## src/rtl/irl_pkg.sv

```systemverilog
// Shared constants and request-to-bit / request-to-level mapping for the
// board interrupt level encoder. Assumes at most 16 requests and 16-bit data.
package irl_pkg;
    localparam int NUM_SRC = 13;
    localparam int DATA_W  = 16;
    localparam int ADDR_W  = 6;
    localparam int LVL_W   = 4;

    localparam logic [ADDR_W-1:0] OFS_MASK = 6'h00;
    localparam logic [ADDR_W-1:0] OFS_PWR  = 6'h30;
    localparam logic [ADDR_W-1:0] OFS_VER  = 6'h32;
    localparam logic [ADDR_W-1:0] OFS_GPO  = 6'h36;
    localparam logic [DATA_W-1:0] VER_WORD = 16'h0010;

    // Monitor/mask bit owned by request index i.
    function automatic int src_bit(input int i);
        case (i)
            0: return 9;    1: return 8;    2: return 14;   3: return 13;
            4: return 12;   5: return 11;   6: return 10;   7: return 6;
            8: return 5;    9: return 4;    10: return 7;   11: return 0;
            12: return 15;
            default: return 1;
        endcase
    endfunction

    // Priority level of request index i (smaller wins).
    function automatic int src_lvl(input int i);
        case (i)
            0: return 1;    1: return 2;    2: return 9;    3: return 10;
            4: return 3;    5: return 0;    6: return 4;    7: return 5;
            8: return 6;    9: return 7;    10: return 8;   11: return 11;
            12: return 12;
            default: return 15;
        endcase
    endfunction
endpackage

```

## src/rtl/irl_regfile.sv

```systemverilog
// Register window: mask, power-off, output port, constant version word.
// Assumes a single-cycle bus; read data is registered and zero when idle.
// Also exports the next mask value so the encoder sees a write at once.
module irl_regfile #(
    parameter int DATA_W = irl_pkg::DATA_W,
    parameter int ADDR_W = irl_pkg::ADDR_W
) (
    input  logic              clk,
    input  logic              rst_n,
    input  logic [ADDR_W-1:0] addr,
    input  logic              wr,
    input  logic              rd,
    input  logic [DATA_W-1:0] wdata,
    output logic [DATA_W-1:0] rdata,
    output logic [DATA_W-1:0] mask_nxt,
    output logic [DATA_W-1:0] pwr_q,
    output logic [DATA_W-1:0] gpo_q
);
    import irl_pkg::*;

    logic [DATA_W-1:0] mask_q;
    logic [DATA_W-1:0] rd_mux;

    // Next mask: the write data when the mask offset is written.
    always_comb begin
        mask_nxt = mask_q;
        if (wr && addr == OFS_MASK) mask_nxt = wdata;
    end

    // Read decode; unmapped offsets yield zero.
    always_comb begin
        case (addr)
            OFS_MASK: rd_mux = mask_q;
            OFS_PWR:  rd_mux = pwr_q;
            OFS_VER:  rd_mux = VER_WORD;
            OFS_GPO:  rd_mux = gpo_q;
            default:  rd_mux = '0;
        endcase
    end

    // Register updates and registered read data.
    always_ff @(posedge clk) begin
        if (!rst_n) begin
            mask_q <= '0;
            pwr_q  <= '0;
            gpo_q  <= '0;
            rdata  <= '0;
        end else begin
            mask_q <= mask_nxt;
            if (wr && addr == OFS_PWR) pwr_q <= wdata;
            if (wr && addr == OFS_GPO) gpo_q <= wdata;
            rdata <= rd ? rd_mux : '0;
        end
    end

    AST_VER_READ: assert property (@(posedge clk) disable iff (!rst_n)
        (rd && addr == OFS_VER) |=> rdata == VER_WORD);
    AST_PWR_HOLD: assert property (@(posedge clk) disable iff (!rst_n)
        !(wr && addr == OFS_PWR) |=> $stable(pwr_q));
    AST_GPO_HOLD: assert property (@(posedge clk) disable iff (!rst_n)
        !(wr && addr == OFS_GPO) |=> $stable(gpo_q));
    AST_RD_IDLE: assert property (@(posedge clk) disable iff (!rst_n)
        !rd |=> rdata == '0);
endmodule

```

## src/rtl/irl_prio.sv

```systemverilog
// Builds the monitor word from the request lines, gates it with the mask,
// finds the smallest pending level and registers its inverse as the code.
// Assumes mask_in already carries a write made in the current cycle.
module irl_prio #(
    parameter int NUM_SRC = irl_pkg::NUM_SRC,
    parameter int DATA_W  = irl_pkg::DATA_W,
    parameter int LVL_W   = irl_pkg::LVL_W
) (
    input  logic               clk,
    input  logic               rst_n,
    input  logic [NUM_SRC-1:0] src_req,
    input  logic [DATA_W-1:0]  mask_in,
    output logic [LVL_W-1:0]   irl_code
);
    import irl_pkg::*;

    localparam int TOP_SRC = 5;

    logic [DATA_W-1:0] mon_w;
    logic [DATA_W-1:0] pend;
    logic [LVL_W-1:0]  best;

    // Scatter request lines onto their monitor bits.
    always_comb begin
        mon_w = '0;
        for (int i = 0; i < NUM_SRC; i++) mon_w[src_bit(i)] = src_req[i];
    end

    assign pend = mon_w & mask_in;

    // Smallest level among pending requests; all ones when none.
    always_comb begin
        best = '1;
        for (int i = 0; i < NUM_SRC; i++)
            if (pend[src_bit(i)] && (LVL_W'(src_lvl(i)) < best))
                best = LVL_W'(src_lvl(i));
    end

    // Register the inverted winning level.
    always_ff @(posedge clk) begin
        if (!rst_n) irl_code <= '0;
        else        irl_code <= best ^ {LVL_W{1'b1}};
    end

    AST_IDLE_ZERO: assert property (@(posedge clk) disable iff (!rst_n)
        (pend == '0) |=> irl_code == '0);
    AST_TOP_WINS: assert property (@(posedge clk) disable iff (!rst_n)
        (src_req[TOP_SRC] && mask_in[src_bit(TOP_SRC)]) |=> irl_code == '1);
    AST_MASKED_OFF: assert property (@(posedge clk) disable iff (!rst_n)
        (mask_in == '0) |=> irl_code == '0);
endmodule

```

## src/rtl/irl_board_encoder.sv

```systemverilog
// Top of the board interrupt level encoder: register window plus priority
// encoder. Assumes one clock domain and a synchronous active-low reset.
module irl_board_encoder #(
    parameter int NUM_SRC = irl_pkg::NUM_SRC,
    parameter int DATA_W  = irl_pkg::DATA_W,
    parameter int ADDR_W  = irl_pkg::ADDR_W,
    parameter int LVL_W   = irl_pkg::LVL_W
) (
    input  logic               clk,
    input  logic               rst_n,
    input  logic [ADDR_W-1:0]  bus_addr,
    input  logic               bus_wr,
    input  logic               bus_rd,
    input  logic [DATA_W-1:0]  bus_wdata,
    output logic [DATA_W-1:0]  bus_rdata,
    input  logic [NUM_SRC-1:0] src_req,
    output logic [LVL_W-1:0]   irl_code,
    output logic [DATA_W-1:0]  pwr_reg,
    output logic [DATA_W-1:0]  gpo_reg
);
    logic [DATA_W-1:0] mask_nxt;

    irl_regfile #(.DATA_W(DATA_W), .ADDR_W(ADDR_W)) u_regs (
        .clk(clk), .rst_n(rst_n), .addr(bus_addr), .wr(bus_wr), .rd(bus_rd),
        .wdata(bus_wdata), .rdata(bus_rdata), .mask_nxt(mask_nxt),
        .pwr_q(pwr_reg), .gpo_q(gpo_reg)
    );

    irl_prio #(.NUM_SRC(NUM_SRC), .DATA_W(DATA_W), .LVL_W(LVL_W)) u_prio (
        .clk(clk), .rst_n(rst_n), .src_req(src_req), .mask_in(mask_nxt),
        .irl_code(irl_code)
    );
endmodule

```

## config.mk

```make
export PLATFORM = sky130hd
export DESIGN_NAME = irl_board_encoder
export DESIGN_NICKNAME = d
export VERILOG_FILES = /design/src/rtl/irl_pkg.sv /design/src/rtl/irl_regfile.sv /design/src/rtl/irl_prio.sv /design/src/rtl/irl_board_encoder.sv
export SDC_FILE = /design/constraint.sdc
export NUM_CORES = 1
export LEC_CHECK = 0
export BUFFER_PORTS_ARGS = -buffer_cell sky130_fd_sc_hd__buf_2
export CORE_ASPECT_RATIO = 1.1
export CORE_MARGIN = 4
export CORE_UTILIZATION = 50
export DETAILED_ROUTE_END_ITERATION = 12
export PLACE_DENSITY = 0.76
export SLEW_MARGIN = 5
export SYNTH_ARGS = -nofsm -noshare
export SYNTH_HDL_FRONTEND = slang
export SYNTH_SLANG_ARGS = --single-unit
export TNS_END_PERCENT = 5
```

## constraint.sdc

```tcl
create_clock -name clk -period 1.89 [get_ports clk]
set_clock_uncertainty 0.05 [all_clocks]
set_input_delay 0.0945 -clock clk [delete_from_list [all_inputs] [get_ports clk]]
set_output_delay 0.0945 -clock clk [all_outputs]
set_load 0.03 [all_outputs]
```

======== Yosys cells after proc, flatten, opt, wreduce, memory -nomap -nowiden ========
Cells that the tools add are included.
cells by class
  $lt $le $gt $ge ......................... 12
  eq/ne operators ......................... 3
  mux-type cells .......................... 15
  bitwise gates (word level) .............. 2
  reductions and logical operators ........ 17
operator list
  kind                                               count
  one-hot mux 16 bit (4 select lines)                1
  two-way mux 4 bit                                  13
  < comparator 4 bit, first input constant           5
  == test 6 bit, second input constant               3
  AND 16 bit                                         1
  < comparator 3 x 4 -> 1 bit, first input constant  4
  two-way mux 16 bit                                 1
  logical AND 1 bit                                  15
  < comparator 2 x 4 -> 1 bit, first input constant  2
  zero test 6 bit                                    1
  < comparator 1 x 4 -> 1 bit, first input constant  1
  NOT 4 bit                                          1
  AND reduction 2 bit                                1
storage, ports and cells
  bits in registers ....................... 68
  bits of input ports ..................... 39
  word-level logic and storage cells ...... 54

======== Depth between registers and ports, before layout ========
  depth in word-level cells ............... 42
  depth in mapped cells ................... 7

======== Modules after synthesis ========
Synthesis repeated with hierarchy kept, for this count alone.
second synthesis, totals
  cells, all modules ...................... 390
  area, all modules ....................... 3215.6 µm²
modules (own cells, without submodules)
  module       instances  cells each  area each (µm²)
  irl_regfile  1          353         2932.8
  irl_prio     1          37          282.8

======== Worst setup path before layout ========
Ideal clock, no wire load.
  kind .................................... in2reg
  from .................................... in bus_wr
  to ...................................... reg u_prio.irl_code[1]
  library setup time ...................... 0.081 ns
  arrival time ............................ 1.562 ns
  data required time ...................... 1.759 ns
  slack ................................... 0.197 ns
  cell stages on the path ................. 7
  cells stage by stage .................... buf_4 or3b_2 nor2_4 buf_6 mux2i_1 o311ai_2 a41oi_1
on the way
  cells in the longest elaborated chain, start to end .. 41
ends and longest elaborated chain
  item                         line                     RTL
  from (decl)                  irl_board_encoder.sv:12  input logic bus_wr,
  logical AND 1 bit (*)        irl_regfile.sv:27        if (wr && addr == OFS_MASK) mask_nxt = wdata;
  two-way mux 16 bit (*)       irl_regfile.sv:27
  AND 16 bit (*)               irl_prio.sv:29           assign pend = mon_w & mask_in;
  two-way mux 4 bit            irl_prio.sv:35           if (pend[src_bit(i)] && (LVL_W'(src_lvl(i)) < best))
  < comparator 2 x 4 -> 1 bit  irl_prio.sv:35
  logical AND 1 bit            irl_prio.sv:35
  two-way mux 4 bit            irl_prio.sv:35
  < comparator 4 bit           irl_prio.sv:35
  [25 not listed]              --
  two-way mux 4 bit            irl_prio.sv:35
  < comparator 4 bit           irl_prio.sv:35
  logical AND 1 bit            irl_prio.sv:35
  two-way mux 4 bit            irl_prio.sv:35
  < comparator 4 bit           irl_prio.sv:35
  logical AND 1 bit            irl_prio.sv:35
  two-way mux 4 bit (*)        irl_prio.sv:35
  NOT 4 bit (no line) (*)      --
  to (signal assigned)         irl_prio.sv:42           else irl_code <= best ^ {LVL_W{1'b1}};
  to (decl)                    irl_prio.sv:13           output logic [LVL_W-1:0] irl_code
Mark *: on every way between the ends. The rest lies on a longest branch, timed or not.
A chain may end at the register's enable or synchronous reset.

======== Worst setup path after layout ========
  from .................................... in bus_wdata[4]
  to ...................................... reg u_prio.irl_code[0]
on the way
  cells in the longest elaborated chain, start to end .. 14
ends and longest elaborated chain
  item                     line                     RTL
  from (decl)              irl_board_encoder.sv:14  input logic [DATA_W-1:0] bus_wdata,
  two-way mux 16 bit (*)   irl_regfile.sv:27
  AND 16 bit (*)           irl_prio.sv:29
  logical AND 1 bit (*)    irl_prio.sv:35
  two-way mux 4 bit (*)    irl_prio.sv:35
  < comparator 4 bit       irl_prio.sv:35
  logical AND 1 bit        irl_prio.sv:35
  two-way mux 4 bit (*)    irl_prio.sv:35
  < comparator 4 bit       irl_prio.sv:35
  logical AND 1 bit        irl_prio.sv:35
  two-way mux 4 bit (*)    irl_prio.sv:35
  < comparator 4 bit       irl_prio.sv:35
  logical AND 1 bit        irl_prio.sv:35
  two-way mux 4 bit (*)    irl_prio.sv:35
  NOT 4 bit (no line) (*)  --
Marks and branches as above.

==> summary.md <==
| Metric | Value |
|---|---|
| Status | complete, no violations |
| Die X | 80.4 um |
| Crit share post-route | 83.7% |
| Netlist cell types | 45 |
| Port Buffers | 90 |
| First-pass GRT wire length | 13600 um |
| Slew Viols, Final | 0 |
| Mapped cell area | 0.00288 sq mm |
| Register area share after synthesis | 47.2% |
| Core area | 0.00550 sq mm |
| Drt via density | 5.66 |
| Total Wirelength | 8510 um |
| Antenna Cells | 0 |
| Crit start category | input pin |
| Avg Synthesized Cell Area | 9.18 sq um |
| Grt ovf | 0 |
| DRC viols | 0 |
| Slew @ Worst Pin | 0.536 ns |
| Finished Core Util | 69.4% |
| Ports | 91 |
| Hold Path Stages | 3 |
| Most used standard cell by instance count after synthesis | dfxtp_1 |
| Syn nets | 353 |
| Crit path time final | 1.58 ns |
| Commonest cells post-synth | 68 x dfxtp_1, 48 x nand2_1, 46 x nor2_1 |
| Initial DRC Count | 291 |
| Syn. warnings | 0 |
| Rows | 28 |
| CTS Buf Count | 9 |
| Clock buffer depth | 2 |
| Worst-path clk slew | 0.07 ns |
| Post-DP HPWL | 6010 um |
| Avg WL per Cell | 16.7 um |
| Die H | 87.7 um |
| Post-synth EDFFs | 0 |
| Post-CTS Setup Bufs | 0 |
| # setup viols final | 0 |
| GP Congestion | 0.965 |
| H-Tree Depth | 3 |
| CP Capture Type | register |
| Required @ worst endpoint | 2.09 ns |
| Yosys reg bits | 68 |
| Reg2Reg Depth | 5 |
| Clock latency at the later pin of the worst-skew pair | 0.34 ns |
| Setup tns final | 0 ns |
| Max-cap violations | 0 |
| Pin count of the biggest net entering global routing | 47 |
| Initial antenna violation count | 0 |
| RSZ-0062 raised after global routing | false |
| Hold Fails Final Rpt | 0 |
| Pleak | 1.77 nW |
| Top FF cell, synth | dfxtp_1 |
| Initial Util | 52.4% |
| Worst hold path type | in -> reg |
| Share of layout cells above drive strength 1 | 31.7% |
| Synthesized instance count | 314 |
| WS Path Type | in -> reg |
| Drt first pass iters | 5 |
| Total global routing track utilization | 25.1% |
| Fmax | 0.632 GHz |
| Detailed-route via count | 2886 |
| Clock sink count | 68 |
| Worst vdd ir | 0.535 mV |
| Synth area leader | dfxtp_1 |
| Top-area cell type share of the netlist area | 47.2% |
| Area contributors post-synth | dfxtp_1 47%, mux2i_1 10%, nand2_1 6.2% |
| Rel. slew slack | 64.1% |
| Power density over the cells | 720 mW/mm^2 |
| CTS tree | done |
| Vias in the first global route | 2811 |
| Die area | 0.00705 sq mm |
| Asr flop ratio synth | 0% |
| Post-route ant nets | 0 |
| Post-CTS resize count | 0 |
| Area grow syn2layout | 32.5% |
| CTS root buf | clkbuf_8 |
| Worst EP arrival | 1.78 ns |
| Max FO, Critical Path | 5 |
| Final #Nets | 469 |
[worst max-delay path, stage by stage]
cell           delay (ns)
dlygate4sd3_1        0.54
buf_2                0.16
a22oi_1              0.28
nand2_1              0.10
mux2i_1              0.27
o311ai_2             0.17
a31oi_1              0.18
[routing by layer]
metal	share of wire, %	global-route usage, %	up-vias
met3	8.5	4.84	10
li1	-	-	1377
met2	49	41.9	133
met5	0	0	-
met4	1.1	9.52	0
met1	41	32.0	1366
[registers in the layout (all words and copies together), names as in the netlist]
register / flops
u_prio.irl_code: 4
u_regs.gpo_q: 16
u_regs.mask_q: 16
u_regs.pwr_q: 16
u_regs.rdata: 16
[placed cells by master, fill, tap and decap left out, drive strengths merged, types with 3 or more instances in the layout]
master,synthesis,routed
buf,9,108
dfxtp,68,68
nand2,50,50
nor2,47,47
mux2i,30,30
a21oi,26,26
a222oi,16,16
dlygate4sd3,0,14
clkbuf,8,11
nand3,8,8
a22oi,7,7
a22o,4,4
o211ai,4,4
inv,3,3
clkinvlp,0,3
[cells by family (layout without fill, tap and decap cells)]
kind of cell	count (synthesis)	in the layout	synth area share [%]
AOI/OAI and AO/OA	72	72	18.7
muxes	32	32	11.2
buffers and inverters	20	141	3.30
and+or+nand+nor	122	122	19.6
DFF	68	68	47.2
[stage by stage]
step	hold slack [ns]	setup slack (ns)	instance area, sq um	std cells	power [W]
after floorplan	0.162	0.197	2880	314	0.00155
after global placement	0.313	0.0154	3490	480	0.00165
after detailed placement	0.319	-0.0311	3490	480	0.00165
after CTS	0.00125	0.321	3820	510	0.00277
after global routing	0.0167	0.183	3820	510	0.00285
final	0.0162	0.308	3820	510	0.00275
[repair_timing]
action                     CTS  global route
setup endpoints to repair    0             0
hold endpoints to repair    25             0
hold buffers                14             0
[worst paths after layout]
check / start / slack [ns] / endpoint
setup / recovery: bus_wdata[4] / 0.31 / u_prio.irl_code[0]
setup reg to reg: u_regs.mask_q[14] / 0.34 / u_prio.irl_code[0]
hold reg to reg: u_regs.mask_q[1] / 0.41 / u_regs.mask_q[1]
hold / removal: bus_wdata[6] / 0.02 / u_regs.mask_q[6]
[cell type report]
cell class                      count  area, sq um
Fill cell                         476         1680
Multi-Input combinational cell    226         1430
Sequential cell                    68         1360
Timing Repair Buffer              122          738
Clock buffer                       11          151
Tap cell                           75         93.8
Clock inverter                      5         36.3
Inverter                            3         11.3
[where the power goes]
group	switching, W	leakage [nW]	internal [W]
clock	0.000557	0.0876	0.000547
combinational	0.000119	1.13	0.0000857
sequential	0.00000404	0.548	0.00144
Power figures use the tool's default switching activity.
